[src/rtl/txd_pkg.sv]
package txd_pkg;

    // State codes are visible to software; the encoding is fixed.
    typedef enum logic [2:0] {
        TXS_STOP  = 3'b000,
        TXS_FETCH = 3'b001,
        TXS_WAIT  = 3'b010,
        TXS_READ  = 3'b011,
        TXS_SUSP  = 3'b110,
        TXS_CLOSE = 3'b111
    } txs_e;

    typedef struct packed {
        logic done_int;
        logic unavail;
        logic stopped;
        logic kick;
    } txd_evt_t;

    function automatic logic is_active(txs_e s);
        return s != TXS_STOP;
    endfunction

    function automatic logic code_legal(logic [2:0] c);
        return (c != 3'b100) && (c != 3'b101);
    endfunction

endpackage

[src/rtl/txd_fsm.sv]
module txd_fsm
    import txd_pkg::*;
(
    input  logic clk,
    input  logic rst,
    input  logic cmd_start,
    input  logic cmd_stop,
    input  logic poll_demand,
    input  logic desc_ack,
    input  logic desc_own,
    input  logic len_zero,
    input  logic last_beat,
    input  logic tx_done,
    input  logic wb_ack,
    output txs_e state,
    output txs_e nxt
);

    always_comb begin
        nxt = state;
        if (cmd_stop) begin
            nxt = TXS_STOP;
        end else begin
            unique case (state)
                TXS_STOP:  if (cmd_start)   nxt = TXS_FETCH;
                TXS_FETCH: if (desc_ack) begin
                               if (!desc_own)    nxt = TXS_SUSP;
                               else if (len_zero) nxt = TXS_WAIT;
                               else               nxt = TXS_READ;
                           end
                TXS_READ:  if (last_beat)   nxt = TXS_WAIT;
                TXS_WAIT:  if (tx_done)     nxt = TXS_CLOSE;
                TXS_CLOSE: if (wb_ack)      nxt = TXS_FETCH;
                TXS_SUSP:  if (poll_demand) nxt = TXS_FETCH;
                default:                    nxt = TXS_STOP;
            endcase
        end
    end

    always_ff @(posedge clk) begin
        if (rst) state <= TXS_STOP;
        else     state <= nxt;
    end

    AST_NO_RESERVED_CODE: assert property (@(posedge clk) disable iff (rst)
        code_legal(state));

    AST_START_TO_FETCH: assert property (@(posedge clk) disable iff (rst)
        (state == TXS_STOP && cmd_start && !cmd_stop) |=> (state == TXS_FETCH));

    AST_STOP_WINS: assert property (@(posedge clk) disable iff (rst)
        cmd_stop |=> (state == TXS_STOP));

    AST_NOT_OWN_SUSPENDS: assert property (@(posedge clk) disable iff (rst)
        (state == TXS_FETCH && desc_ack && !desc_own && !cmd_stop) |=> (state == TXS_SUSP));

    AST_POLL_RESUMES: assert property (@(posedge clk) disable iff (rst)
        (state == TXS_SUSP && poll_demand && !cmd_stop) |=> (state == TXS_FETCH));

endmodule

[src/rtl/txd_beat_ctr.sv]
module txd_beat_ctr #(
    parameter int LEN_W = 8
) (
    input  logic             clk,
    input  logic             rst,
    input  logic             load,
    input  logic [LEN_W-1:0] load_len,
    input  logic             beat,
    output logic             last_beat
);

    localparam logic [LEN_W-1:0] ONE = LEN_W'(1);

    logic [LEN_W-1:0] remain;

    always_ff @(posedge clk) begin
        if (rst)       remain <= '0;
        else if (load) remain <= load_len;
        else if (beat) remain <= remain - ONE;
    end

    assign last_beat = beat && (remain == ONE);

    AST_BEAT_HAS_BUDGET: assert property (@(posedge clk) disable iff (rst)
        beat |-> (remain != '0));

endmodule

[src/rtl/txd_evt.sv]
module txd_evt
    import txd_pkg::*;
#(
    parameter int DATA_W = 32
) (
    input  logic              clk,
    input  logic              rst,
    input  txs_e              state,
    input  txs_e              nxt,
    input  logic              beat,
    input  logic [DATA_W-1:0] rd_data,
    output txd_evt_t          evt,
    output logic              fifo_push,
    output logic [DATA_W-1:0] fifo_wdata
);

    txd_evt_t evt_d;

    always_comb begin
        evt_d.done_int = (state == TXS_CLOSE) && (nxt == TXS_FETCH);
        evt_d.unavail  = (state == TXS_FETCH) && (nxt == TXS_SUSP);
        evt_d.stopped  = is_active(state) && (nxt == TXS_STOP);
        evt_d.kick     = (state != TXS_WAIT) && (nxt == TXS_WAIT);
    end

    always_ff @(posedge clk) begin
        if (rst) begin
            evt        <= '0;
            fifo_push  <= 1'b0;
            fifo_wdata <= '0;
        end else begin
            evt       <= evt_d;
            fifo_push <= beat;
            if (beat) fifo_wdata <= rd_data;
        end
    end

    AST_EVENTS_EXCLUSIVE: assert property (@(posedge clk) disable iff (rst)
        $onehot0(evt));

    AST_UNAVAIL_ONE_CYCLE: assert property (@(posedge clk) disable iff (rst)
        evt.unavail |=> !evt.unavail);

endmodule

[src/rtl/txdesc_seq.sv]
module txdesc_seq
    import txd_pkg::*;
#(
    parameter int LEN_W  = 8,
    parameter int DATA_W = 32
) (
    input  logic              clk,
    input  logic              rst,
    input  logic              cmd_start,
    input  logic              cmd_stop,
    input  logic              poll_demand,
    output logic              desc_req,
    input  logic              desc_ack,
    input  logic              desc_own,
    input  logic [LEN_W-1:0]  desc_len,
    output logic              rd_req,
    input  logic              rd_ack,
    input  logic [DATA_W-1:0] rd_data,
    input  logic              fifo_full,
    output logic              fifo_push,
    output logic [DATA_W-1:0] fifo_wdata,
    output logic              tx_kick,
    input  logic              tx_done,
    output logic              wb_req,
    input  logic              wb_ack,
    output logic [2:0]        state_code,
    output logic              ev_tx_int,
    output logic              ev_tx_unavail,
    output logic              ev_tx_stopped
);

    txs_e     state;
    txs_e     nxt;
    txd_evt_t evt;
    logic     beat;
    logic     last_beat;
    logic     load;
    logic     len_zero;

    assign len_zero = (desc_len == '0);
    assign load     = (state == TXS_FETCH) && desc_ack && desc_own && !cmd_stop;
    assign desc_req = (state == TXS_FETCH);
    assign rd_req   = (state == TXS_READ) && !fifo_full;
    assign wb_req   = (state == TXS_CLOSE);
    assign beat     = rd_req && rd_ack;

    txd_fsm u_fsm (
        .clk         (clk),
        .rst         (rst),
        .cmd_start   (cmd_start),
        .cmd_stop    (cmd_stop),
        .poll_demand (poll_demand),
        .desc_ack    (desc_ack),
        .desc_own    (desc_own),
        .len_zero    (len_zero),
        .last_beat   (last_beat),
        .tx_done     (tx_done),
        .wb_ack      (wb_ack),
        .state       (state),
        .nxt         (nxt)
    );

    txd_beat_ctr #(.LEN_W(LEN_W)) u_ctr (
        .clk       (clk),
        .rst       (rst),
        .load      (load),
        .load_len  (desc_len),
        .beat      (beat),
        .last_beat (last_beat)
    );

    txd_evt #(.DATA_W(DATA_W)) u_evt (
        .clk        (clk),
        .rst        (rst),
        .state      (state),
        .nxt        (nxt),
        .beat       (beat),
        .rd_data    (rd_data),
        .evt        (evt),
        .fifo_push  (fifo_push),
        .fifo_wdata (fifo_wdata)
    );

    assign state_code    = state;
    assign tx_kick       = evt.kick;
    assign ev_tx_int     = evt.done_int;
    assign ev_tx_unavail = evt.unavail;
    assign ev_tx_stopped = evt.stopped;

    AST_RD_ONLY_IN_READ: assert property (@(posedge clk) disable iff (rst)
        rd_req |-> (state_code == 3'b011 && !fifo_full));

    AST_CLOSE_RAISES_INT: assert property (@(posedge clk) disable iff (rst)
        (wb_req && wb_ack && !cmd_stop) |=> (ev_tx_int && state_code == 3'b001));

    AST_DONE_TO_CLOSE: assert property (@(posedge clk) disable iff (rst)
        (state_code == 3'b010 && tx_done && !cmd_stop) |=> (state_code == 3'b111));

endmodule

[config.mk]
export PLATFORM = sky130hd
export DESIGN_NAME = txdesc_seq
export DESIGN_NICKNAME = d
export VERILOG_FILES = /design/src/rtl/txd_pkg.sv /design/src/rtl/txd_fsm.sv /design/src/rtl/txd_beat_ctr.sv /design/src/rtl/txd_evt.sv /design/src/rtl/txdesc_seq.sv
export SDC_FILE = /design/constraint.sdc
export NUM_CORES = 1
export LEC_CHECK = 0
export BUFFER_PORTS_ARGS = -buffer_cell sky130_fd_sc_hd__buf_2
export CORE_MARGIN = 3
export CORE_UTILIZATION = 25
export CTS_CLUSTER_DIAMETER = 50
export CTS_CLUSTER_SIZE = 40
export DETAILED_ROUTE_END_ITERATION = 8
export PLACE_DENSITY_LB_ADDON = 0.05
export RECOVER_POWER = 50
export SYNTH_ARGS = -nofsm -noshare
export SYNTH_HDL_FRONTEND = slang
export SYNTH_SLANG_ARGS = --single-unit
[constraint.sdc]
create_clock -name clk -period 1.7 [get_ports clk]
set_input_delay 0.255 -clock clk [delete_from_list [all_inputs] [get_ports clk]]
set_output_delay 0.255 -clock clk [all_outputs]
set_load 0.1 [all_outputs]
==> summary.txt <==
Timing
  • Crit share post-route: 95.79%
  • Final hold slack: 176.1 ps
  • Worst-Margin Slew: 550.4 ps
  • Final hold vios: 0
  • Setup TNS: 0 ps
  • Slew Viols, Final: 0
  • Maximum clock frequency: 0.6141 GHz
  • Final setup vio count: 0
  • Clock Skews: 7.155 ps
  • Slew headroom: 63.46%
  • Crit path time final: 1628 ps

CTS
  • H-tree levels: 2
  • CTS Buffer Depth: 2
  • CTS tree: done
  • Hold Buf Count CTS: 0
  • CTS Buf Count: 5
  • Clock Pin Slew Worst Setup and Hold Paths: 90 ps
  • Clock Latency Late Sink: 300 ps
  • CTS sink cnt: 48
  • Root buf cell: clkbuf_8

Power and ir drop
  • Worst VDD drop: 332.1 uV
  • Pleak: 1.149 nW
  • Pwr Total: 0.002077 W
  • PD cells: 740.5 mW/mm^2

Yosys
  • Synthesized area per cell: 7.906 um^2
  • Post-synth cell types: 39
  • Seq cells post-synth: 48
  • Sequential area share after synthesis: 48.42%
  • Syn. warnings: 0
  • Mapped Area: 0.001984 mm^2
  • Async SR Flop Fraction: 0%
  • Syn nets: 304
  • Post-synth EDFFs: 0
  • Synth Flop Type: dfxtp_1
  • Cells after Synth: 251

Setup path
  • Startpoint Class: flip-flop
  • Crit path from: u_fsm.state[1]$_SDFF_PP0_
  • Setup slack, reg-to-reg: 90 ps
  • Worst-path fanout max: 4
  • RR Endpoint: u_ctr.remain[6]$_SDFFE_PP0P_
  • Required time of the critical path: 1440 ps
  • CP Class: flip-flop to output port
  • RR Startpoint: u_fsm.state[2]$_SDFF_PP0_
  • Crit path capture: desc_req
  • Arr. time, crit path: 1370 ps
  • CP endpoint kind: output port
  • Path depth of the worst reg2reg path: 5

Detailed routing
  • Post-DRT Antenna Nets: 0
  • TritonRoute pass-1 iters: 4
  • Initial drt markers: 43
  • Vias: 2047
  • Via density: 4.549
  • Drt drc: 0
  • WL per Instance: 12.98 um
  • Total Wirelength: 5.841 mm

Placed design
  • PortBufs: 93
  • Area after DPL: 0.002689 mm^2
  • Hpwl dp: 4.217 mm
  • RePlAce Congestion: 0.8094

Die
  • Die Wd: 95.10 um
  • Initial core utilization: 26.51%
  • Full die area: 0.009043 mm^2
  • Core outline area: 0.007486 mm^2
  • Row count: 31
  • # IOs: 94
  • Die Ht: 95.10 um

Min path
  • Hold path startpoint: rd_data[22]
  • Worst Hold Class: input port to flip-flop

Layout
  • Final Instance Area: 0.002805 mm^2
  • Final #Nets: 403
  • Number of diodes: 0
  • Finished Core Util: 37.47%
  • Layout cell share with drive strength beyond 1: 37.32%
  • Most common cell after layout, fill and taps aside: nand2_1
  • Area growth from synthesis to layout: 41.36%
  • Most frequent cells in the layout: 69 x nand2_1, 53 x buf_2, 46 x dfxtp_1

Global routing
  • Tot GR Track Use: 12.91%
  • Pin count of the biggest net entering global routing: 43
  • First-pass GRT wire length: 9.197 mm
  • Vias in the first global route: 2029
  • Initial antenna violation count: 0
  • GRT overflow: 0

Outcome
  • Status: finished, final reports clean

Flow run
  • Number of max-cap violations: 0
cells by family after synthesis:
group | share of synthesized area [%]
fa+ha+maj | 1.261
compound gates | 18.35
mux | 0.5044
simple gates | 26.17
buf+inv | 5.296
flops | 48.42
timing repair:
item                                    in CTS  in global routing
endpoints found under the hold margin        0                  0
pin swaps                                    0                  1
gates resized for setup                      1                  7
setup buffers                                1                  0
endpoints found under the setup margin       2                  8
where the power goes:
part | switching (W) | internal (W) | total [W]
combinational | 0.000112 | 0.0000764 | 0.000188
clock | 0.000382 | 0.000378 | 0.000760
sequential | 0.00000318 | 0.00113 | 0.00113
critical path, stage by stage (launching register included):
cell and delay [ps]:
dfxtp_4 350, or3b_4 440, clkinvlp_4 110, buf_12 170
cells in the mapped netlist (all sizes together), types with 3 or more instances:
cell type / n / area share (%)
o21ai: 4 / 1.0
a221oi: 4 / 1.8
clkbuf: 9 / 1.7
dfxtp: 48 / 48
nand3: 3 / 0.76
nand2: 69 / 13
or3: 3 / 0.95
buf: 8 / 2.3
inv: 7 / 1.3
nor2: 18 / 3.4
or4: 3 / 1.1
a21oi: 40 / 10
nor3: 4 / 1.3
state kept, by name, indices dropped and copies added, names as in the netlist:
register and cells:
u_fsm.state 3, u_evt.evt 4, u_evt.fifo_wdata 32, u_evt.fifo_push 1, u_ctr.remain 8
how the worst min path moves through the flow:
stage	to	slack [ps]	cells after the start
floorplan	u_evt.fifo_wdata[0]$_SDFFE_PP0P_	390	2
global placement	u_evt.fifo_wdata[2]$_SDFFE_PP0P_	440	2
detailed placement	u_evt.fifo_wdata[5]$_SDFFE_PP0P_	440	2
CTS	u_evt.fifo_wdata[26]$_SDFFE_PP0P_	170	3
global route	u_evt.fifo_wdata[5]$_SDFFE_PP0P_	180	3
finish	u_evt.fifo_wdata[22]$_SDFFE_PP0P_	180	3
through the flow:
stage	std cells	setup slack, ps
floorplan	251	-253.0
global placement	442	-37.51
detailed placement	442	-34.19
CTS	450	15.51
global route	450	-13.41
finish	450	71.51
metal layers:
metal  up-vias  share of wire [%]  global-route usage, %
met4         0                1.2                  3.966
met5         -                  0                      0
met2        59                 45                  20.06
met3         8                8.1                  4.499
li1       1053                  -                      -
met1       927                 46                  16.80
layout make-up:
cell class / instances / area, um^2
Clock buffer: 7 / 97.59
Tap cell: 99 / 123.9
Timing Repair Buffer: 109 / 611.8
Fill cell: 825 / 4681
Multi-Input combinational cell: 179 / 968.4
Inverter: 7 / 30.03
Sequential cell: 48 / 968.4
Clock inverter: 1 / 5.005
No activity file was read; power rests on OpenSTA's default activity.
